==> src/rtl/burst_sched_pkg.sv <==
package burst_sched_pkg;
  typedef enum logic [2:0] {
    ST_IDLE,
    ST_HB,
    ST_REQ2,
    ST_WAIT2,
    ST_REQ1,
    ST_WAIT1,
    ST_SLEEP
  } sched_state_e;
endpackage

==> src/rtl/sched_hb_timer.sv <==
module sched_hb_timer #(
  parameter int unsigned HB_CYCLES = 3
) (
  input  logic clk_i,
  input  logic rst_ni,
  input  logic active_i,
  output logic last_o
);
  localparam int unsigned CW = (HB_CYCLES > 1) ? $clog2(HB_CYCLES) : 1;
  localparam logic [CW-1:0] LAST = CW'(HB_CYCLES - 1);

  logic [CW-1:0] cnt_q;

  always_ff @(posedge clk_i or negedge rst_ni) begin
    if (!rst_ni)       cnt_q <= '0;
    else if (!active_i) cnt_q <= '0;
    else if (!last_o)  cnt_q <= cnt_q + 1'b1;
  end

  assign last_o = active_i && (cnt_q == LAST);
endmodule

==> src/rtl/sched_ti_spacer.sv <==
module sched_ti_spacer #(
  parameter int unsigned SC_W = 8
) (
  input  logic            clk_i,
  input  logic            rst_ni,
  input  logic            tick_i,
  input  logic            clear_i,
  input  logic [SC_W-1:0] sc_i,
  output logic            reached_o
);
  logic [SC_W-1:0] cnt_q;

  // saturating count of basic intervals since the current cycle began
  always_ff @(posedge clk_i or negedge rst_ni) begin
    if (!rst_ni)                    cnt_q <= '0;
    else if (clear_i)               cnt_q <= '0;
    else if (tick_i && (cnt_q != '1)) cnt_q <= cnt_q + 1'b1;
  end

  assign reached_o = (cnt_q >= sc_i);
endmodule

==> src/rtl/burst_sched.sv <==
module burst_sched
  import burst_sched_pkg::*;
#(
  parameter int unsigned SC_W      = 8,
  parameter int unsigned HB_CYCLES = 3
) (
  input  logic            clk_i,
  input  logic            rst_ni,
  input  logic            ti_tick_i,
  input  logic [SC_W-1:0] sleep_cycles_i,
  input  logic            fast_int_i,
  input  logic [1:0]      pend_i,
  input  logic            burst_done_i,
  output logic            burst_start_o,
  output logic            burst_ch2_o,
  output logic            hb_o,
  output logic            done_ch1_o,
  output logic            done_ch2_o,
  output logic            tb_tick_o,
  output logic            tb_nosleep_o
);
  sched_state_e state_q, state_d;
  logic sc_zero, reached, go_now, hb_last, enter_hb;
  logic done1_q, done2_q, nosleep_q;

  assign sc_zero = (sleep_cycles_i == '0);
  assign go_now  = sc_zero || (fast_int_i && (|pend_i)) || reached;

  always_comb begin
    state_d = state_q;
    unique case (state_q)
      ST_IDLE:  state_d = ST_REQ2;
      ST_HB:    if (hb_last) state_d = ST_REQ2;
      ST_REQ2:  state_d = ST_WAIT2;
      ST_WAIT2: if (burst_done_i) state_d = ST_REQ1;
      ST_REQ1:  state_d = ST_WAIT1;
      ST_WAIT1: if (burst_done_i) state_d = go_now ? ST_HB : ST_SLEEP;
      ST_SLEEP: if (go_now) state_d = ST_HB;
      default:  state_d = ST_IDLE;
    endcase
  end

  assign enter_hb = (state_d == ST_HB) && (state_q != ST_HB);

  always_ff @(posedge clk_i or negedge rst_ni) begin
    if (!rst_ni) begin
      state_q   <= ST_IDLE;
      done1_q   <= 1'b0;
      done2_q   <= 1'b0;
      nosleep_q <= 1'b0;
    end else begin
      state_q   <= state_d;
      done2_q   <= (state_q == ST_WAIT2) && burst_done_i;
      done1_q   <= (state_q == ST_WAIT1) && burst_done_i;
      nosleep_q <= (state_q == ST_WAIT1) && burst_done_i && sc_zero;
    end
  end

  sched_hb_timer #(.HB_CYCLES(HB_CYCLES)) u_hb (
    .clk_i   (clk_i),
    .rst_ni  (rst_ni),
    .active_i(state_q == ST_HB),
    .last_o  (hb_last)
  );

  sched_ti_spacer #(.SC_W(SC_W)) u_space (
    .clk_i    (clk_i),
    .rst_ni   (rst_ni),
    .tick_i   (ti_tick_i),
    .clear_i  (enter_hb),
    .sc_i     (sleep_cycles_i),
    .reached_o(reached)
  );

  assign burst_start_o = (state_q == ST_REQ2) || (state_q == ST_REQ1);
  assign burst_ch2_o   = (state_q == ST_REQ2) || (state_q == ST_WAIT2);
  assign hb_o          = (state_q == ST_HB);
  assign done_ch1_o    = done1_q;
  assign done_ch2_o    = done2_q;
  assign tb_tick_o     = done1_q;
  assign tb_nosleep_o  = nosleep_q;
endmodule

==> config.mk <==
export PLATFORM = sky130hd
export DESIGN_NAME = burst_sched
export DESIGN_NICKNAME = d
export VERILOG_FILES = /design/src/rtl/burst_sched_pkg.sv /design/src/rtl/sched_hb_timer.sv /design/src/rtl/sched_ti_spacer.sv /design/src/rtl/burst_sched.sv
export SDC_FILE = /design/constraint.sdc
export NUM_CORES = 1
export LEC_CHECK = 0
export ABC_AREA = 1
export BUFFER_PORTS_ARGS = -buffer_cell sky130_fd_sc_hd__buf_2
export CORE_UTILIZATION = 38
export CTS_CLUSTER_SIZE = 8
export DETAILED_ROUTE_END_ITERATION = 8
export PLACE_DENSITY = 0.69
export REMOVE_ABC_BUFFERS = 1
export SYNTH_ARGS = -nofsm -noshare
export SYNTH_HDL_FRONTEND = slang
export SYNTH_SLANG_ARGS = --single-unit
==> constraint.sdc <==
create_clock -name clk_i -period 3 [get_ports clk_i]
set_clock_uncertainty 0.1 [all_clocks]
set_input_delay 0.6 -clock clk_i [delete_from_list [all_inputs] [get_ports clk_i]]
set_output_delay 0.6 -clock clk_i [all_outputs]
set_load 0.02 [all_outputs]
# ---- After elaboration in Yosys (flattened, before gate mapping)
# Cells that the tools add are included.
dict set report classes {
  reduce_logical 15
  addsub 2
  n_mux 10
  order_cmp 1
  n_eq_ne 11
}
# operator n
set ops {}
lappend ops {{one-hot mux 3 bit (7 select lines)} 1}
lappend ops {{two-way mux 8 bit} 2}
lappend ops {{two-way mux 3 bit} 5}
lappend ops {{equality test 3 bit (second input constant)} 3}
lappend ops {{adder 8 x 1 -> 8 bit (second input constant)} 1}
lappend ops {{>= comparator 8 bit} 1}
lappend ops {{logical NOT 8 bit} 1}
lappend ops {{!= test 8 bit (second input constant)} 1}
lappend ops {{logical AND 1 bit} 7}
lappend ops {{equality test 3 x 1 -> 1 bit (second input constant)} 2}
lappend ops {{equality test 3 x 2 -> 1 bit (second input constant)} 2}
lappend ops {{logical OR 1 bit} 4}
lappend ops {{two-way mux 2 bit} 2}
lappend ops {{logical NOT 3 bit} 1}
lappend ops {{!= test 3 x 1 -> 1 bit (second input constant)} 1}
lappend ops {{adder 2 x 1 -> 2 bit (second input constant)} 1}
lappend ops {{equality test 2 bit (second input constant)} 1}
lappend ops {{!= test 2 bit (second input constant)} 1}
lappend ops {{nonzero test 2 bit} 1}
lappend ops {{OR reduction 2 bit} 1}
dict set report word_totals {
  output_inout_bits 7
  regBits 16
  wordCells 45
  in_bits 15
}

# ---- Longest topological paths before layout
dict set report depth {
  ltp_word 10
  depth_mapped 16
  ltp_nobuf 16
}

# ---- By module
# Synthesis repeated with hierarchy kept, for this count alone.
dict set report hier_totals {
  hier_cells 192
  hier_area_um2 1278.7
}
# mod seq_area_each_um2 cells_per_inst area_each_um2 n_inst
set modules_own_cells {}
lappend modules_own_cells {sched_ti_spacer 200.2 106 706.9 1}
lappend modules_own_cells {burst_sched 150.1 72 462.9 1}
lappend modules_own_cells {sched_hb_timer 50.0 14 108.9 1}

# ---- Least setup slack after synthesis
# OpenSTA, ideal clock, no wires.
dict set report synth_timing {
  path_type {in2reg}
  startpoint {in sleep_cycles_i[3]}
  endpoint {reg u_space.cnt_q[0]}
  path_stages 13
  path_buffers 0
  slack_ns 1.004
  required_time_ns 2.787
  setup_ns 0.113
  arrival_ns 1.783
  cell_sequence {inv_1 > ha_1 > nand2_1 > nor2_1 > nor2_1 > nand2_1 > nand2_1 > nand2_1 > a21oi_1 > nor2_1 > nand3_4 > nand2_1 > inv_1}
}
dict set report synth_between {
  elab_chain_cells 9
  elab_cells_between_ends 12
  cone_classes {order compare (1); eq/ne (1); mux (5); reduce/logical (5)}
}
# element line_no
set synth_lines {}
lappend synth_lines {{start: declaration} burst_sched.sv:10} ;# input logic [SC_W-1:0] sleep_cycles_i,
lappend synth_lines {{parallel branches: the longest is 2 deep, another holds >= comparator 8 bit} --}
lappend synth_lines {{logical OR 1 bit (*)} burst_sched.sv:27} ;# assign go_now = sc_zero || (fast_int_i && (|pend_i)) || reached;
lappend synth_lines {{two-way mux 3 bit (2 in a row)} burst_sched.sv:37} ;# ST_WAIT1: if (burst_done_i) state_d = go_now ? ST_HB : ST_SLEEP;
lappend synth_lines {{one-hot mux 3 bit (7 select lines) (*)} burst_sched.sv:31} ;# unique case (state_q)
lappend synth_lines {{equality test 3 x 1 -> 1 bit (*)} burst_sched.sv:43} ;# assign enter_hb = (state_d == ST_HB) && (state_q != ST_HB);
lappend synth_lines {{logical AND 1 bit (*)} burst_sched.sv:43}
lappend synth_lines {{two-way mux 8 bit / nonzero test 2 bit (equally long branches)} --}
lappend synth_lines {{end signal: assignment} sched_ti_spacer.sv:17} ;# else if (tick_i && (cnt_q != '1)) cnt_q <= cnt_q + 1'b1;
lappend synth_lines {{end: declaration} sched_ti_spacer.sv:11} ;# logic [SC_W-1:0] cnt_q;
# Every way passes the cells marked *.
# A chain may end at the register's enable or synchronous reset.

# ---- Final worst setup path
dict set report layout_timing {
  startpoint {reg u_space.cnt_q[3]}
  endpoint {reg u_space.cnt_q[1]}
}
dict set report layout_between {
  elab_chain_cells 8
  elab_cells_between_ends 12
  cone_classes {order compare (1); eq/ne (2); mux (5); reduce/logical (4)}
}
# element line_no
set layout_lines {}
lappend layout_lines {{>= comparator 8 bit} sched_ti_spacer.sv:20} ;# assign reached_o = (cnt_q >= sc_i);
lappend layout_lines {{logical OR 1 bit} burst_sched.sv:27}
lappend layout_lines {{two-way mux 3 bit (2 in a row)} burst_sched.sv:37}
lappend layout_lines {{one-hot mux 3 bit (7 select lines)} burst_sched.sv:31}
lappend layout_lines {{equality test 3 x 1 -> 1 bit} burst_sched.sv:43}
lappend layout_lines {{logical AND 1 bit} burst_sched.sv:43}
lappend layout_lines {{two-way mux 8 bit / nonzero test 2 bit (equally long branches)} --}
# Parallel ways exist; a longest one is shown, timed or not.

==> metrics.cfg <==
[global_route]
grt_pass1_wl_um = 3860
antenna_found_initial = 0
track_usage_pct = 15.5
grt_max_degree = 17
grt_pass1_vias = 928
gr-total-overflow = 0

[placement]
placed_cells = 214
post-place-ws_ns = 0.745
globalplace.congestion = 0.785
io_buffers = 21
dpl.hpwl_um = 1730
place_area_um2 = 1290

[die]
chipHeight_um = 57.0
die_area_um2 = 3250
ios = 22
die_w_um = 57.0
core-area_um2 = 2810
start_util_pct = 41.0
num_rows = 19

[route]
wl_per_cell_um = 9.84
dr.pass1.iters = 6
drt-total-wl_um = 2140
drc = 2
antenna_left = 0
viasPerCell = 4.71
via_count = 1023
dr.first_iter.drc_count = 27

[worst_setup_path]
cpMaxStageDelayCell = dfrtp_1
path_max_fanout = 8
cp.required_ns = 3.10
critPathTopFamily = simple AND/OR/NAND/NOR gates
worstPathArrival_ns = 2.08
cpMostUsedCell = nand2_1
slowest_delay_ns = 0.45
critPathBufInv = 1
endpoint_kind = flip-flop
reg2reg_depth = 12
timing.critical_path.depth = 12
start_kind = flip-flop
worstPathCellList = ha_1 > nand2_1 > nor2_1 > nor2_1 > nand2_1 > nand2_1 > nand2_1 > a21oi_1 > nor2_1 > nand3_4 > nand2_1 > inv_1
crit_type = flip-flop to flip-flop

[timing]
max_slew_margin_pct = 75.4
hold_violations = 0
slew_violations = 0
fin_ws_ns = 1.02
rsz0062_at_grt = no
whs_ns = 0.107
worst_slew_pin_slew_ns = 0.370
period_needed_ns = 1.98
tns_ns = 0
timing.final.crit_share_pct = 66.1
fmaxAchievable_ghz = 0.505
setup_viol = 0

[power]
p_leak_nw = 0.830
intPower_mw = 0.496
comb_power_share_pct = 49.6
peakVddDrop_v = 0.000207
p_seq_share_pct = 37.7
sw_frac_of_total_pct = 45.8
clockPowerShare_pct = 12.7
finalPower_mw = 0.915
p_sw_mw = 0.419
power_density_nw_per_um2 = 699

[synth]
syn_inst = 163
post-synth-top-count-cell = nand2_1
ys_warn_count = 0
synth_edf_count = 0
synth_cell_type_count = 22
yosys-top-cells-area = dfrtp_1 35%, nand2_1 14%, inv_1 12%, ha_1 11%, nor2_1 5.9%
syn_area_um2 = 1150
yosys_most_used_dff = dfrtp_1
synth.largest_area_cell = dfrtp_1
seq_area_frac_synth_pct = 34.8
yosysTopAreaCellShare_pct = 34.8
ys_ff_latch = 16
synth_commonest_cells = 44 x nand2_1, 38 x inv_1, 18 x nor2_1
async_flop_share_pct = 100
syn_avg_cell_area_um2 = 7.05

[run_status]
violations = design-rule violations
status = complete, but fails checks

[clock_tree]
cts_hold_buf = 0
postCtsSetupBuffers = 0
cts.sinks = 16
clk_latency_ns = 0.29
cts_tree = done
htreeDepth = 1
clockRootBuffer = clkbuf_4
clk_pin_slew_ns = 0.09
ctsLongestPathBuffers = 2
numCtsBuffers = 3
ctsResizeCount = 0

[hold_path]
hold_path.class = input port to async pin

[finish]
layout.nets = 213
final_area_um2 = 1310
fillers = 306
antennaDiodeCount = 0
area_delta_synth_final_pct = 13.8
instances_no_fill = 217
final_layout_size_suffix_gt1_share_pct = 16.7
fin_util_pct = 46.7

[flow_run]
drv_cap = 0

sequential cells by signal (all words and copies together) (netlist names):
register / flops
u_hb.cnt_q: 2
state_q: 3
u_space.cnt_q: 8
done_ch1_o: 1
tb_nosleep_o: 1
done_ch2_o: 1
path summary, 6_finish.rpt:
path | from | endpoint | slack [ns]
worst max-delay path | u_space.cnt_q[3] | u_space.cnt_q[1] | 1.02
worst min-delay path | rst_ni | u_space.cnt_q[0] | 0.11
worst max register to register | u_space.cnt_q[3] | u_space.cnt_q[1] | 1.02
worst min register to register | u_hb.cnt_q[1] | u_hb.cnt_q[1] | 0.40
max in group asynchronous | rst_ni | u_space.cnt_q[4] | 2.43
min in group clk_i | u_hb.cnt_q[1] | u_hb.cnt_q[1] | 0.40
metal layers:
layer  track usage [%]  share of wire (%)  vias to the layer above
met3              2.72                2.6                        4
met5                 0                  0                        -
li1                  -                  -                      545
met4              8.36                2.0                        0
met1              20.4                 48                      459
met2              24.4                 48                       15
final cells by class:
cell class / instances / area (µm²) / share of cell area, %
Clock buffer: 3 / 22.5 / 1.72
Inverter: 39 / 146 / 11.2
Multi-Input combinational cell: 107 / 596 / 45.5
Sequential cell: 16 / 400 / 30.6
Tap cell: 31 / 38.8 / 2.96
Timing Repair Buffer: 21 / 105 / 8.03
cells by family (layout without fill, tap and decap cells):
kind of cell    after synthesis  in the layout  synth area share (%)
simple gates                 82             82                  31.9
buf+inv                      40             63                  13.4
flops                        16             16                  34.8
fa+ha+maj                    10             10                  10.9
compound gates                9              9                  4.24
xor+xnor                      5              5                  3.81
mux                           1              1                 0.979
power by group through the flow:
stage               Clock [mW]  Combinational, mW  Sequential, mW
detailed placement           0              0.461           0.349
global route             0.133              0.535           0.352
CTS                      0.120              0.463           0.343
finish                   0.117              0.454           0.345
floorplan                    0              0.352           0.337
global placement             0              0.454           0.346
layout by cell type (no fill, tap or decap), types with 3 or more instances in the layout:
| cell type | synthesis | final |
|---|---|---|
| xnor2_1 | 4 | 4 |
| ha_1 | 10 | 10 |
| dfrtp_1 | 16 | 16 |
| buf_2 | 0 | 21 |
| a21oi_1 | 3 | 3 |
| nand3_1 | 12 | 12 |
| clkbuf_4 | 0 | 3 |
| nor2_1 | 18 | 18 |
| o21ai_0 | 5 | 5 |
| inv_1 | 38 | 38 |
| nand2_1 | 44 | 44 |
worst reg2reg max path, cell delays in order (launching register included):
cell	delay [ns]
dfrtp_1	0.45
ha_1	0.32
nand2_1	0.06
nor2_1	0.10
nor2_1	0.04
nand2_1	0.04
nand2_1	0.07
nand2_1	0.12
a21oi_1	0.08
nor2_1	0.20
nand3_4	0.15
nand2_1	0.10
inv_1	0.04
No activity file was read; power rests on OpenSTA's default activity.
